$ cat config.mk
export PLATFORM = sky130hd
export DESIGN_NAME = i2c_tgt
export DESIGN_NICKNAME = d
export VERILOG_FILES = /design/src/rtl/i2c_tgt_pkg.sv /design/src/rtl/i2c_tgt_sync.sv /design/src/rtl/i2c_tgt_rxbuf.sv /design/src/rtl/i2c_tgt.sv
export SDC_FILE = /design/constraint.sdc
export NUM_CORES = 1
export LEC_CHECK = 0
export CAP_MARGIN = 25
export CELL_PAD_IN_SITES_DETAIL_PLACEMENT = 0
export CELL_PAD_IN_SITES_GLOBAL_PLACEMENT = 2
export CORE_UTILIZATION = 31
export CTS_BUF_LIST = sky130_fd_sc_hd__clkbuf_8
export DETAILED_ROUTE_END_ITERATION = 16
export DONT_BUFFER_PORTS = 1
export GPL_ROUTABILITY_DRIVEN = 0
export PLACE_DENSITY = 0.66
export SYNTH_ARGS = -nofsm -noshare
export SYNTH_HDL_FRONTEND = slang
export SYNTH_SLANG_ARGS = --single-unit
$ cat constraint.sdc
create_clock -name clk -period 2.7 [get_ports clk]
set_input_delay 0.135 -clock clk [delete_from_list [all_inputs] [get_ports clk]]
set_output_delay 0.135 -clock clk [all_outputs]
set_load 0.01 [all_outputs]
$ cat src/rtl/i2c_tgt_pkg.sv
package i2c_tgt_pkg;
    localparam int BYTE_W = 8;
    localparam logic [4:0] TEN_BIT_TAG = 5'b11110;

    typedef enum logic [2:0] {
        TS_IDLE,
        TS_ADR1,
        TS_ADR2,
        TS_RX,
        TS_TX
    } tgt_state_e;
endpackage

$ cat src/rtl/i2c_tgt_sync.sv
module i2c_tgt_sync #(
    parameter int LINES  = 2,
    parameter int STAGES = 2
) (
    input  logic             clk,
    input  logic             rst_n,
    input  logic [LINES-1:0] raw,
    output logic [LINES-1:0] lvl,
    output logic [LINES-1:0] rise,
    output logic [LINES-1:0] fall
);
    // STAGES synchroniser flops plus one history flop per line
    for (genvar g = 0; g < LINES; g++) begin : g_line
        logic [STAGES:0] pipe_d, pipe_q;

        always_comb pipe_d = {pipe_q[STAGES-1:0], raw[g]};

        always_ff @(posedge clk or negedge rst_n) begin
            if (!rst_n) pipe_q <= '1;
            else        pipe_q <= pipe_d;
        end

        assign lvl[g]  = pipe_q[STAGES-1];
        assign rise[g] = pipe_q[STAGES-1] & ~pipe_q[STAGES];
        assign fall[g] = ~pipe_q[STAGES-1] & pipe_q[STAGES];
    end
endmodule

$ cat src/rtl/i2c_tgt_rxbuf.sv
module i2c_tgt_rxbuf #(
    parameter int W = 8
) (
    input  logic         clk,
    input  logic         rst_n,
    input  logic         push,
    input  logic         ovf_set,
    input  logic         pop,
    input  logic [W-1:0] din,
    output logic [W-1:0] dout,
    output logic         full,
    output logic         ovf,
    output logic         evt
);
    typedef struct packed {
        logic [W-1:0] data;
        logic         full;
        logic         ovf;
        logic         evt;
    } buf_t;

    buf_t d, q;

    always_comb begin
        d     = q;
        d.evt = 1'b0;
        if (pop) begin
            d.full = 1'b0;
            d.ovf  = 1'b0;
        end
        if (push) begin
            d.data = din;
            d.full = 1'b1;
            d.evt  = 1'b1;
        end
        if (ovf_set) d.ovf = 1'b1;
    end

    always_ff @(posedge clk or negedge rst_n) begin
        if (!rst_n) q <= '0;
        else        q <= d;
    end

    assign dout = q.data;
    assign full = q.full;
    assign ovf  = q.ovf;
    assign evt  = q.evt;
endmodule

$ cat src/rtl/i2c_tgt.sv
module i2c_tgt
    import i2c_tgt_pkg::*;
#(
    parameter int ADDR_W      = 10,
    parameter int SYNC_STAGES = 2
) (
    input  logic              clk,
    input  logic              rst_n,
    input  logic              scl_i,
    input  logic              sda_i,
    output logic              scl_oe,
    output logic              sda_oe,
    input  logic              addr10_en,
    input  logic [ADDR_W-1:0] own_addr,
    input  logic [7:0]        tx_data,
    input  logic              tx_load,
    input  logic              rel_set,
    input  logic              rx_read,
    output logic [7:0]        rx_data,
    output logic              rx_full,
    output logic              rx_ovf,
    output logic              evt,
    output logic              stretch,
    output logic              dir_tx
);
    localparam int CNT_W = $clog2(BYTE_W + 1);
    localparam logic [CNT_W-1:0] LAST_BIT = CNT_W'(BYTE_W - 1);
    localparam logic [CNT_W-1:0] FULL_CNT = CNT_W'(BYTE_W);

    typedef struct packed {
        tgt_state_e        st;
        tgt_state_e        nxt;
        logic [CNT_W-1:0]  cnt;
        logic              ack_slot;
        logic [BYTE_W-1:0] shreg;
        logic [BYTE_W-1:0] tsh;
        logic [BYTE_W-1:0] txreg;
        logic              txfull;
        logic              rel;
        logic              hold;
        logic              sda_oe;
        logic              mack;
        logic              sel10;
    } regs_t;

    regs_t d, q;

    logic [1:0] ln_lvl, ln_rise, ln_fall;
    logic scl_s, sda_s, scl_rise, scl_fall, bus_start, bus_stop;
    logic take_ack, rx_push, rx_ovf_set, rw_bit;
    logic [BYTE_W-1:0] tx_src;
    logic rel_pend;

    i2c_tgt_sync #(.LINES(2), .STAGES(SYNC_STAGES)) u_sync (
        .clk  (clk),
        .rst_n(rst_n),
        .raw  ({sda_i, scl_i}),
        .lvl  (ln_lvl),
        .rise (ln_rise),
        .fall (ln_fall)
    );

    assign scl_s     = ln_lvl[0];
    assign sda_s     = ln_lvl[1];
    assign scl_rise  = ln_rise[0];
    assign scl_fall  = ln_fall[0];
    assign bus_start = ln_fall[1] & scl_s;
    assign bus_stop  = ln_rise[1] & scl_s;
    assign rw_bit    = q.shreg[0];

    always_comb begin
        d          = q;
        take_ack   = 1'b0;
        rx_push    = 1'b0;
        rx_ovf_set = 1'b0;
        tx_src     = tx_load ? tx_data : q.txreg;

        if (tx_load) begin
            d.txreg  = tx_data;
            d.txfull = 1'b1;
        end
        if (rel_set) d.rel = 1'b1;

        if (bus_start) begin
            d.st       = TS_ADR1;
            d.cnt      = '0;
            d.ack_slot = 1'b0;
            d.sda_oe   = 1'b0;
            d.hold     = 1'b0;
        end else if (bus_stop) begin
            d.st       = TS_IDLE;
            d.cnt      = '0;
            d.ack_slot = 1'b0;
            d.sda_oe   = 1'b0;
            d.hold     = 1'b0;
            d.sel10    = 1'b0;
        end else begin
            unique case (q.st)
                TS_ADR1, TS_ADR2, TS_RX: begin
                    if (!q.ack_slot) begin
                        if (scl_rise && q.cnt != FULL_CNT) begin
                            d.shreg = {q.shreg[BYTE_W-2:0], sda_s};
                            d.cnt   = q.cnt + 1'b1;
                        end else if (scl_fall && q.cnt == FULL_CNT) begin
                            d.ack_slot = 1'b1;
                            d.nxt      = TS_IDLE;
                            if (q.st == TS_ADR1) begin
                                d.sel10 = 1'b0;
                                if (!addr10_en) begin
                                    if (q.shreg[7:1] == own_addr[6:0]) begin
                                        take_ack = 1'b1;
                                        d.nxt    = rw_bit ? TS_TX : TS_RX;
                                    end
                                end else if (q.shreg[7:3] == TEN_BIT_TAG &&
                                             q.shreg[2:1] == own_addr[ADDR_W-1:8]) begin
                                    if (!rw_bit) begin
                                        take_ack = 1'b1;
                                        d.nxt    = TS_ADR2;
                                    end else if (q.sel10) begin
                                        take_ack = 1'b1;
                                        d.sel10  = 1'b1;
                                        d.nxt    = TS_TX;
                                    end
                                end
                            end else if (q.st == TS_ADR2) begin
                                if (q.shreg == own_addr[7:0]) begin
                                    take_ack = 1'b1;
                                    d.sel10  = 1'b1;
                                    d.nxt    = TS_RX;
                                end
                            end else begin
                                d.nxt = TS_RX;
                                if (rx_full) begin
                                    rx_ovf_set = 1'b1;
                                end else begin
                                    rx_push  = 1'b1;
                                    take_ack = 1'b1;
                                end
                            end
                            d.sda_oe = take_ack;
                        end
                    end else if (scl_fall) begin
                        d.ack_slot = 1'b0;
                        d.sda_oe   = 1'b0;
                        d.cnt      = '0;
                        d.st       = q.nxt;
                        if (q.nxt == TS_TX) begin
                            d.hold = 1'b1;
                            d.rel  = 1'b0;
                        end
                    end
                end
                TS_TX: begin
                    if (q.hold) begin
                        if ((q.txfull || tx_load) && (q.rel || rel_set)) begin
                            d.hold   = 1'b0;
                            d.rel    = 1'b0;
                            d.txfull = 1'b0;
                            d.tsh    = tx_src;
                            d.sda_oe = ~tx_src[BYTE_W-1];
                            d.cnt    = '0;
                        end
                    end else if (!q.ack_slot) begin
                        if (scl_fall) begin
                            if (q.cnt == LAST_BIT) begin
                                d.sda_oe   = 1'b0;
                                d.ack_slot = 1'b1;
                            end else begin
                                d.tsh    = {q.tsh[BYTE_W-2:0], 1'b0};
                                d.sda_oe = ~q.tsh[BYTE_W-2];
                                d.cnt    = q.cnt + 1'b1;
                            end
                        end
                    end else begin
                        if (scl_rise) d.mack = ~sda_s;
                        if (scl_fall) begin
                            d.ack_slot = 1'b0;
                            d.cnt      = '0;
                            if (q.mack) begin
                                d.hold = 1'b1;
                                d.rel  = 1'b0;
                            end else begin
                                d.st = TS_IDLE;
                            end
                        end
                    end
                end
                default: ;
            endcase
        end
    end

    always_ff @(posedge clk or negedge rst_n) begin
        if (!rst_n) begin
            q     <= '0;
            q.st  <= TS_IDLE;
            q.nxt <= TS_IDLE;
        end else begin
            q <= d;
        end
    end

    i2c_tgt_rxbuf #(.W(BYTE_W)) u_rxbuf (
        .clk    (clk),
        .rst_n  (rst_n),
        .push   (rx_push),
        .ovf_set(rx_ovf_set),
        .pop    (rx_read),
        .din    (q.shreg),
        .dout   (rx_data),
        .full   (rx_full),
        .ovf    (rx_ovf),
        .evt    (evt)
    );

    assign scl_oe   = q.hold;
    assign sda_oe   = q.sda_oe;
    assign stretch  = q.hold;
    assign dir_tx   = (q.st == TS_TX);
    assign rel_pend = q.rel;
endmodule

Word level (Yosys, flattened, before mapping)
Cells that the tools add are included.
{"block": "op_classes", "add_sub_neg": 1, "eq_ne": 33, "n_mux": 103, "n_bitwise": 17, "reduce_logical": 25}
{"operator": "two-way mux 1 bit", "n": 54}
{"operator": "two-way mux 3 bit", "n": 18}
{"operator": "two-way mux 7 bit", "n": 5}
{"operator": "two-way mux 5 bit", "n": 6}
{"operator": "AND reduction 7 bit", "n": 4}
{"operator": "two-way mux 2 bit", "n": 11}
{"operator": "two-way mux 4 bit", "n": 5}
{"operator": "inequality test 5 bit, second input constant", "n": 4}
{"operator": "inequality test 4 bit, second input constant", "n": 4}
{"operator": "case mux 3 bit (2 select lines)", "n": 2}
{"operator": "AND reduction 6 bit", "n": 2}
{"operator": "NOT 1 bit", "n": 11}
{"operator": "case mux 5 bit (2 select lines)", "n": 1}
{"operator": "AND reduction 5 bit", "n": 2}
{"operator": "nonzero test 2 bit", "n": 5}
{"operator": "== test 8 bit", "n": 1}
{"operator": "two-way mux 8 bit", "n": 1}
{"operator": "inequality test 4 x 1 -> 1 bit, second input constant", "n": 2}
{"operator": "inequality test 4 x 2 -> 1 bit, second input constant", "n": 2}
{"operator": "== test 7 bit", "n": 1}
{"operator": "AND 1 bit", "n": 6}
{"operator": "== test 3 x 2 -> 1 bit, second input constant", "n": 2}
{"operator": "== test 3 bit, second input constant", "n": 2}
{"operator": "inequality test 2 bit, second input constant", "n": 3}
{"operator": "19 further kinds", "n": 25}
{"block": "word_totals", "register_bits": 57, "out_inout_bits": 15, "elab_cells": 198}

Longest topological paths before layout
Gate-level depths: netlist of run 1.
{"block": "depth", "depth_word": 11, "depth_mapped": 9, "depth_no_buf": 7}

Hierarchy
A second synthesis of run 1 with hierarchy kept.
{"block": "hier_totals", "cells_unflattened": 280, "area_unflattened_um2": 3034.2}
{"mod": "i2c_tgt", "n_inst": 1, "cells_per_inst": 245, "area_per_inst_um2": 2399.8}
{"mod": "i2c_tgt_rxbuf", "n_inst": 1, "cells_per_inst": 23, "area_per_inst_um2": 426.7}
{"mod": "i2c_tgt_sync", "n_inst": 1, "cells_per_inst": 12, "area_per_inst_um2": 207.7}

Worst setup path after synthesis of run 1
Ideal clock, no wire load.
{"block": "synth_timing", "path_type": "reg2reg", "start": "register u_sync.g_line[1].pipe_q[1]", "end": "register u_rxbuf.q, in the netlist u_rxbuf.dout[0]", "setup_ns": 0.125, "t_arrival_ns": 1.892, "t_required_ns": 2.575, "slack_ns": 0.684, "path_stages_with_launch": 6, "cell_sequence": "dfstp_2 -> xor2_1 -> a211oi_4 -> nand2_4 -> nor3_4 -> mux2_2"}
{"block": "synth_between", "elab_chain_cells": 4}
{"item": "start: declaration", "line": "i2c_tgt_sync.sv:14", "text": "logic [STAGES:0] pipe_d, pipe_q;"}
{"item": "start signal: assignment", "line": "i2c_tgt_sync.sv:20", "text": "else pipe_q <= pipe_d;"}
{"item": "AND 1 bit / NOT 1 bit (equally long branches)", "line": "i2c_tgt_sync.sv:24, i2c_tgt_sync.sv:25"}
{"item": "AND 1 bit, on equally long branches", "line": "i2c_tgt.sv:68, i2c_tgt_sync.sv:25"}
{"item": "two-way mux 1 bit / AND 1 bit (equally long branches)", "line": "i2c_tgt.sv:90, i2c_tgt.sv:67"}
{"item": "two-way mux 1 bit (*)", "line": "i2c_tgt.sv:84", "text": "if (bus_start) begin"}
{"item": "net rx_push", "line": "i2c_tgt.sv:50", "text": "logic take_ack, rx_push, rx_ovf_set, rw_bit;"}
{"item": "end signal: assignment", "line": "i2c_tgt_rxbuf.sv:40", "text": "if (!rst_n) q <= '0;"}
{"item": "end signal: assignment", "line": "i2c_tgt_rxbuf.sv:41", "text": "else q <= d;"}
{"item": "end: declaration", "line": "i2c_tgt_rxbuf.sv:22", "text": "buf_t d, q;"}
The timed path passes the listed nets; every way through them passes the cells marked *.
A chain may end at the register's enable or synchronous reset.

Final worst setup path of run 1
{"block": "layout_timing", "start": "register u_sync.g_line[1].pipe_q[1]", "end": "register u_rxbuf.q, in the netlist u_rxbuf.dout[5]"}
Same word-level chain as after synthesis.

==> impl_metrics.toml, run 1 <==
[placement]
dpl.hpwl_um = 4750
post-place-ws_ns = 0.342
numPortBuffers = 0
place_area_um2 = 3100

[worst_hold_path]
min_from = "tx_load"
holdPathEnd = "q[5]"
hold_class = "primary input to flip-flop"
min_path_cells = 2

[floorplanning]
die_area_um2 = 9920
pin_count = 41
core_area_um2 = 9240
initial_core_util_pct = 32.0
die_h_um = 99.6
rows = 35
die_x_um = 99.6

[finish]
final_util_pct = 37.9
nNetsFinal = 334
synthToLayoutAreaGrowth_pct = 18.7
antennaDiodeCount = 0
stdcell_area_um2 = 3510
drive_gt1_share_pct = 19.3

[synth]
yosysSeqAreaShare_pct = 48.6
netlist_instances = 282
synth_nets = 310
synth_common_cells = "dfrtp_1 (51), nand2_1 (32), mux2_2 (23)"
yosysMostFrequentCell = "dfrtp_1"
synth_top_area_cell = "dfrtp_1"
synth-edff-count = 0
yosysUniqueCellTypes = 53
syn_area_per_cell_um2 = 10.5
ys_ff_latch = 57
yosys_warnings = 0
synth_top_area_share_pct = 43.2
syn-cell-area_um2 = 2950
synthTopCellsByArea = "dfrtp_1 (43%), mux2_2 (8.8%), dfstp_2 (5.3%), xor2_1 (5.3%), nand2_1 (4.1%)"
async_reset_ff_share_pct = 100
synth_ff_type = "dfrtp_1"

[clock_network]
cts_buffers = 9
cts_tree = "yes"
clockBufferDepth = 2
numClockSinks = 57
cts_resized = 0
ctsHoldBuffers = 22
cts_max_level = 3
post_cts_buffers = 0
clk_pin_slew_ns = 0.07
cts_root_buffer = "clkbuf_8"
clkLatencyLatePin_ns = 0.33

[global_route]
grt_pass1_wl_um = 11600
grt_max_degree = 58
first_global_vias = 2283
antenna_found_initial = 0
grt_overflow_total = 0
grt_use_total_pct = 15.2

[routing]
drc = 0
vias_per_cell = 4.93
vias = 2171
drt_iter0_markers = 102
drt-wirelength-per-cell_um = 15.5
wirelength_um = 6810
firstDrtPassIters = 4
drt.antenna.violating_nets = 0

[timing]
slew_headroom_pct = 58.4
period_minus_slack_ns = 2.30
rsz0062_at_grt = "no"
post-route-period-util_pct = 85.1
hold_viol = 0
max_freq_ghz = 0.435
report.final.slew_viol_count = 0
timing.setup.tns_ns = 0
tightestPinTransition_ns = 0.615
setup_violations = 0
worst_slack_ns = 0.404
skew_ns = 0.00907

[critical_path]
arrival_ns = 2.51
reg2reg_to = "u_rxbuf.dout[5]"
timing.rr.start = "u_sync.g_line[1].pipe_q[1]"
r2r_slack_ns = 0.40
crit_type = "flip-flop to flip-flop"
end_kind = "flip-flop"
r2r_cells = 5
worstSetupStartpointType = "flip-flop"
crit_required_ns = 2.91
cp_max_fo = 10

[flow_run]
max_cap_viol_count = 0

[outcome]
status = "finished, final reports clean"

[pwr]
leakage_nw = 1.49
power.density_nw_per_um2 = 855
ir_worst_vdd_mv = 0.382
-- routing by layer --
layer  global-route usage (%)  wire length (um)  up-vias
li1                         -                 -     1064
met1                     20.0              3180     1053
met2                     23.2              3170       43
met3                     4.01               335       11
met4                     7.13               125        0
met5                        0                 0        -
-- flip-flops by register name (all words and copies together), names as in the netlist --
name	cells
q	37
rel_pend	1
scl_oe	1
sda_oe	1
u_rxbuf.dout	8
u_rxbuf.evt	1
u_rxbuf.full	1
u_rxbuf.ovf	1
u_sync.g_line.pipe_q	6
-- cell usage in the layout, fill, tap and decap left out, types with 2 or more instances in the layout --
cell type      count
mux2_2            23
ha_1               2
and2_1             3
xor2_1            18
a211o_1            2
nor2_1            12
dlygate4sd3_1     21
o2bb2ai_1          4
o21ai_0           17
inv_1              7
clkbuf_8          10
clkinv_2           3
nand3_1           11
a22oi_1            3
mux2i_1            7
nor2b_1            4
a21oi_1           11
dfstp_2            6
nor3_1             2
o31ai_1            3
nand3b_1           3
nand4_1            2
nand2b_1           4
a21o_1             2
o221a_2            3
a31oi_1            7
buf_4              6
nor4_1             5
dfrtp_1           51
nand2_1           32
-- worst max-delay path by stage --
stage | start | end | depth (start not counted)
after floorplan | u_sync.g_line[1].pipe_q[1] | u_rxbuf.dout[0] | 5
after global placement | u_sync.g_line[1].pipe_q[1] | u_rxbuf.dout[7] | 5
after detailed placement | u_sync.g_line[1].pipe_q[1] | u_rxbuf.dout[5] | 5
after CTS | u_sync.g_line[1].pipe_q[1] | u_rxbuf.dout[5] | 5
after global routing | u_sync.g_line[1].pipe_q[1] | u_rxbuf.dout[7] | 5
final | u_sync.g_line[1].pipe_q[1] | u_rxbuf.dout[5] | 5
-- worst max-delay path: stages (launching register included) --
cell and delay [ns]:
dfstp_2 0.59, xor2_1 0.18, a211oi_4 0.38, nand2_4 0.15, nor3_4 0.48, mux2_2 0.40
-- layout make-up --
cell class | count | area (um2)
Inverter | 6 | 22.5
Timing Repair Buffer | 28 | 283
Clock buffer | 10 | 138
Fill cell | 948 | 5730
Sequential cell | 57 | 1430
Tap cell | 129 | 161
Multi-Input combinational cell | 204 | 1430
Clock inverter | 6 | 35.0
-- power breakdown --
group          total (mW)  internal, mW  switching [mW]
Combinational       0.989         0.459           0.530
Sequential           1.30          1.06           0.249
Clock               0.704         0.351           0.353
-- cell families after synthesis --
group	after synthesis	synth area share, %
AND/OR/NAND/NOR	88	15.4
AO/OA/AOI/OAI	66	15.8
flip-flops	57	48.6
multiplexers	30	11.1
buffers and inverters	21	2.92
XOR/XNOR	18	5.34
adder cells (fa/ha/maj)	2	0.847
-- through the flow --
stage / hold WS (ns) / power, mW / std cells
detailed placement: -0.158 / 2.26 / 402
global route: 0.0505 / 3.25 / 440
CTS: 0.0137 / 3.05 / 440
global placement: -0.159 / 2.27 / 402
finish: 0.0316 / 3.00 / 440
floorplan: -0.161 / 2.02 / 282
(Power assumes the default switching activity.)
==> run 2: changes to the inputs <==
--- a/config.mk
+++ b/config.mk
@@ -5,6 +5,7 @@
 export SDC_FILE = /design/constraint.sdc
 export NUM_CORES = 1
 export LEC_CHECK = 0
+export ABC_AREA = 1
 export CAP_MARGIN = 25
 export CELL_PAD_IN_SITES_DETAIL_PLACEMENT = 0
 export CELL_PAD_IN_SITES_GLOBAL_PLACEMENT = 2
@@ -13,7 +14,7 @@
 export DETAILED_ROUTE_END_ITERATION = 16
 export DONT_BUFFER_PORTS = 1
 export GPL_ROUTABILITY_DRIVEN = 0
-export PLACE_DENSITY = 0.66
+export PLACE_DENSITY = 0.71
 export SYNTH_ARGS = -nofsm -noshare
 export SYNTH_HDL_FRONTEND = slang
 export SYNTH_SLANG_ARGS = --single-unit
==> impl_metrics.toml, run 2 <==
[critical_path]
cp_max_fo = 16
r2r_cells = 11
cpLargestDelayFamily = "simple AND/OR/NAND/NOR gates"
crit_type = "flip-flop to flip-flop"
timing.rr.start = "q[31]"
r2r_slack_ns = 0.71
path_buf_inv = 3
crit_required_ns = 2.92
max_stage_delay_ns = 0.41
worstSetupStartpointType = "flip-flop"
end_kind = "flip-flop"
reg2reg_to = "u_rxbuf.dout[3]"
startpoint = "q[31]"
crit_slowest_cell = "dfrtp_1"
crit_chain = "inv_1 > ha_1 > nand2_1 > nor2_1 > nand2_1 > nor2_4 > inv_2 > nor3_4 > inv_2 > nand2_1 > o21ai_2"
crit_top_cell = "nand2_1"
arrival_ns = 2.21

[synth]
yosysMostFrequentCell = "nand2_1"
synth_top_area_share_pct = 41.0
synthTopCellsByArea = "dfrtp_1 (41%), nand2_1 (15%), inv_1 (5.6%), dfstp_2 (5.1%), nand3_1 (4.2%)"
syn-cell-area_um2 = 3110
synth-edff-count = 0
yosys_warnings = 0
async_reset_ff_share_pct = 100
netlist_instances = 398
synth_nets = 426
synth_ff_type = "dfrtp_1"
yosysUniqueCellTypes = 40
syn_area_per_cell_um2 = 7.81
synth_top_area_cell = "dfrtp_1"
synth_common_cells = "nand2_1 (124), dfrtp_1 (51), inv_1 (46)"
yosysSeqAreaShare_pct = 46.1
ys_ff_latch = 57

[floorplanning]
initial_core_util_pct = 32.0
rows = 36
die_x_um = 102
die_h_um = 102
core_area_um2 = 9730
die_area_um2 = 10400
pin_count = 41

[timing]
setup_violations = 0
rsz0062_at_grt = "no"
skew_ns = 0.0111
hold_viol = 0
timing.setup.tns_ns = 0
tightestPinTransition_ns = 0.426
worst_slack_ns = 0.705
period_minus_slack_ns = 1.99
max_freq_ghz = 0.501
post-route-period-util_pct = 73.9
report.final.slew_viol_count = 0
slew_headroom_pct = 71.2

[routing]
vias_per_cell = 4.66
drt-wirelength-per-cell_um = 13.4
wirelength_um = 7490
firstDrtPassIters = 4
drt_iter0_markers = 93
drt.antenna.violating_nets = 0
vias = 2595
drc = 0

[finish]
drive_gt1_share_pct = 14.4
fillers = 1060
final_common_cell = "nand2_1"
regMostFlops = "q"
nNetsFinal = 447
synthToLayoutAreaGrowth_pct = 16.3
final_util_pct = 37.2
final_cell_mix = "nand2_1 (124), dfrtp_1 (51), inv_1 (47)"
largest_register_ffs = 37
antennaDiodeCount = 0

[pwr]
power.density_nw_per_um2 = 793
ir_worst_vdd_mv = 0.317
leakage_nw = 1.70
finalPower_mw = 2.87

[clock_network]
clk_pin_slew_ns = 0.07
clkLatencyLatePin_ns = 0.34
cts_root_buffer = "clkbuf_8"
cts_buffers = 9
clockBufferDepth = 2
cts_max_level = 3
numClockSinks = 57
post_cts_buffers = 0
cts_tree = "yes"

[global_route]
grt_max_degree = 58
first_global_vias = 2545
grt_overflow_total = 0
grt_pass1_wl_um = 12500
grt_use_total_pct = 15.8
antenna_found_initial = 0

[placement]
post-place-ws_ns = 0.710
dpl.hpwl_um = 5460
numPortBuffers = 0

[flow_run]
max_cap_viol_count = 0

[outcome]
status = "finished, final reports clean"

[worst_hold_path]
min_path_cells = 3
min_from = "addr10_en"
hold_class = "primary input to flip-flop"
holdPathEnd = "q[36]"
## run 2: cell count changes after synthesis, sizes merged, moves of 9 or more
cell,before,now
clkbuf,11,2
inv,6,54
mux2,23,0
nand2,33,131
nand3,11,26
nor2,12,36
o21ai,17,36
xor2,18,1
## run 2: metal layers
metal  GRT usage, %  share of wire [%]
met3           3.42                4.3
met5              0                  0
met4           7.36                1.7
met1           19.5                 47
met2           26.3                 47
## run 2: how the worst max path moves through the flow
| stage | cells after the start | endpoint |
|---|---|---|
| 2_1_floorplan | 12 | u_rxbuf.dout[6] |
| 3_3_place_gp | 11 | u_rxbuf.dout[4] |
| 3_5_place_dp | 11 | u_rxbuf.dout[4] |
| 4_1_cts | 11 | u_rxbuf.dout[3] |
| 5_1_grt | 11 | u_rxbuf.dout[2] |
| 6_report | 11 | u_rxbuf.dout[3] |
## run 2: worst reg2reg max path, stage by stage (launching register included)
cell,delay [ns]
dfrtp_1,0.41
inv_1,0.09
ha_1,0.15
nand2_1,0.05
nor2_1,0.20
nand2_1,0.16
nor2_4,0.19
inv_2,0.10
nor3_4,0.19
inv_2,0.19
nand2_1,0.12
o21ai_2,0.05
## run 2: cell type report
cell class,instances,area (um2),area share [%]
clock buffers,10,138,3.80
well taps,133,166,4.60
clock inverters,6,67.6,1.87
multi-input cells,280,1430,39.5
repair buffers,16,175,4.84
flip-flops and latches,57,1430,39.6
inverters,55,209,5.78
## run 2: where the power goes
part / internal [mW] / switching (mW) / total, mW
combinational: 0.306 / 0.536 / 0.842
clock: 0.454 / 0.383 / 0.837
sequential: 1.01 / 0.183 / 1.19
total: 1.77 / 1.10 / 2.87
## run 2: logic make-up (layout without fill, tap and decap cells)
| family | count (synthesis) | count (layout) | synth area share [%] |
|---|---|---|---|
| AND/OR/NAND/NOR | 205 | 205 | 29.9 |
| flip-flops | 57 | 57 | 46.1 |
| AO/OA/AOI/OAI | 66 | 66 | 13.3 |
| buffers and inverters | 61 | 87 | 7.97 |
| adder cells (fa/ha/maj) | 2 | 2 | 0.805 |
| XOR/XNOR | 7 | 7 | 1.97 |
## run 2: through the flow
step / hold slack, ns / area, um2 / instances
final: 0.0240 / 3620 / 557
after global routing: 0.0316 / 3620 / 557
after CTS: 0.00324 / 3620 / 557
after detailed placement: -0.159 / 3240 / 526
after global placement: -0.159 / 3240 / 526
after floorplan: -0.161 / 3110 / 398
## run 2: timing repair
action	CTS	global route
endpoints found under the setup margin	0	0
endpoints found under the hold margin	71	0
gates resized for setup	0	0
hold buffers	15	0
==> run 3: changes to the inputs <==
==> constraint.sdc (replaced) <==
create_clock -name clk -period 1.9 [get_ports clk]
set_input_delay 0.095 -clock clk [delete_from_list [all_inputs] [get_ports clk]]
set_output_delay 0.095 -clock clk [all_outputs]
set_load 0.01 [all_outputs]
==> impl_metrics.toml, run 3 (synthesis results as in run 2) <==
[outcome]
status = "finished, final reports clean"

[floorplanning]
initial_core_util_pct = 32.0
die_x_um = 102
die_h_um = 102
rows = 36
pin_count = 41
die_area_um2 = 10400
core_area_um2 = 9730

[timing]
timing.setup.tns_ns = 0
hold_viol = 0
whs_ns = 0.0181
report.final.slew_viol_count = 0
post-route-period-util_pct = 92.4
period_minus_slack_ns = 1.76
slew_headroom_pct = 71.3
rsz0062_at_grt = "no"
max_freq_ghz = 0.569
setup_violations = 0
tightestPinTransition_ns = 0.429
skew_ns = 0.0111

[critical_path]
arrival_ns = 1.98
crit_top_cell = "nand2_1"
worstSetupStartpointType = "flip-flop"
path_buf_inv = 3
r2r_cells = 11
crit_chain = "inv_1 > ha_1 > nand2_1 > nor2_2 > nand2_1 > nor2_4 > inv_2 > nor3_4 > inv_4 > nand2_1 > o21ai_2"
cpLargestDelayFamily = "simple AND/OR/NAND/NOR gates"
crit_slowest_cell = "dfrtp_1"
end_kind = "flip-flop"
cp_max_fo = 16
max_stage_delay_ns = 0.41
crit_type = "flip-flop to flip-flop"
crit_cells = 11
crit_required_ns = 2.12

[placement]
place_inst = 538
dpl.hpwl_um = 5540
numPortBuffers = 0

[routing]
wirelength_um = 7710
drc = 0
firstDrtPassIters = 4
vias = 2590
drt-wirelength-per-cell_um = 13.5
drt.antenna.violating_nets = 0
drt_iter0_markers = 59
vias_per_cell = 4.54

[pwr]
finalPower_mw = 4.28
leakage_nw = 1.79
power.density_nw_per_um2 = 1130
ir_worst_vdd_mv = 0.442

[global_route]
grt_overflow_total = 0
grt_use_total_pct = 16.4
grt_max_degree = 58
grt_pass1_wl_um = 13000
first_global_vias = 2620
antenna_found_initial = 0

[clock_network]
cts_buffers = 9
post_cts_buffers = 0
numClockSinks = 57
cts_max_level = 3
cts_tree = "yes"
clockBufferDepth = 2
clkLatencyLatePin_ns = 0.34
clk_pin_slew_ns = 0.07
cts_root_buffer = "clkbuf_8"

[finish]
final_util_pct = 38.7
final_cells = 570
antennaDiodeCount = 0
regMostFlops = "q"
final_cell_mix = "nand2_1 (124), dfrtp_1 (51), inv_1 (47)"
final_common_cell = "nand2_1"
synthToLayoutAreaGrowth_pct = 21.2
nNetsFinal = 460
drive_gt1_share_pct = 17.4
largest_register_ffs = 37

[worst_hold_path]
min_path_cells = 3
hold_class = "primary input to flip-flop"

[flow_run]
max_cap_viol_count = 0
## run 3: timing repair
item / CTS / global route
hold buffers: 16 / 0
setup endpoints to repair: 0 / 11
gates resized for setup: 0 / 7
hold endpoints to repair: 72 / 0
## run 3: through the flow
stage | setup slack (ns) | instance area [um2]
6_report | 0.144 | 3770
5_1_grt | 0.00293 | 3770
4_1_cts | 0.0484 | 3740
3_5_place_dp | 0.0627 | 3350
3_3_place_gp | 0.117 | 3350
2_1_floorplan | 0.197 | 3110
## run 3: worst paths after layout
check,startpoint,endpoint,slack [ns]
max,q[31],u_rxbuf.dout[6],0.14
min,addr10_en,q[35],0.02
max reg2reg,q[31],u_rxbuf.dout[6],0.14
min reg2reg,u_sync.g_line[1].pipe_q[0],u_sync.g_line[1].pipe_q[1],0.36
max in group asynchronous,rst_n,u_sync.g_line[0].pipe_q[1],1.27
min in group asynchronous,rst_n,q[28],0.30
## run 3: worst min-delay path, delay by kind of cell
kind,cells,cell delay [ns]
AND/OR/NAND/NOR,1,0.09
AO/OA/AOI/OAI,1,0.08
buffers and inverters,1,0.04
## run 3: layout make-up
| cell class | count | area [um2] |
|---|---|---|
| Clock inverter | 6 | 82.6 |
| Inverter | 55 | 211 |
| Multi-Input combinational cell | 280 | 1450 |
| Timing Repair Buffer | 29 | 288 |
| Clock buffer | 10 | 138 |
| Sequential cell | 57 | 1430 |
| Fill cell | 1049 | 5960 |
| Tap cell | 133 | 166 |
## run 3: report_power, final
part	switching (mW)	total (mW)	leakage (nW)	internal, mW
clock network	0.527	1.29	0.117	0.767
logic	0.794	1.29	0.985	0.498
registers	0.258	1.69	0.685	1.43
## run 3: layer usage
metal,up-vias,share of wire [%],routed length [um],track usage [%]
li1,1348,-,-,-
met1,1179,47,3660,20.6
met2,54,46,3530,27.0
met3,9,5.2,401,4.65
met4,0,1.4,110,5.93
met5,-,0,0,0
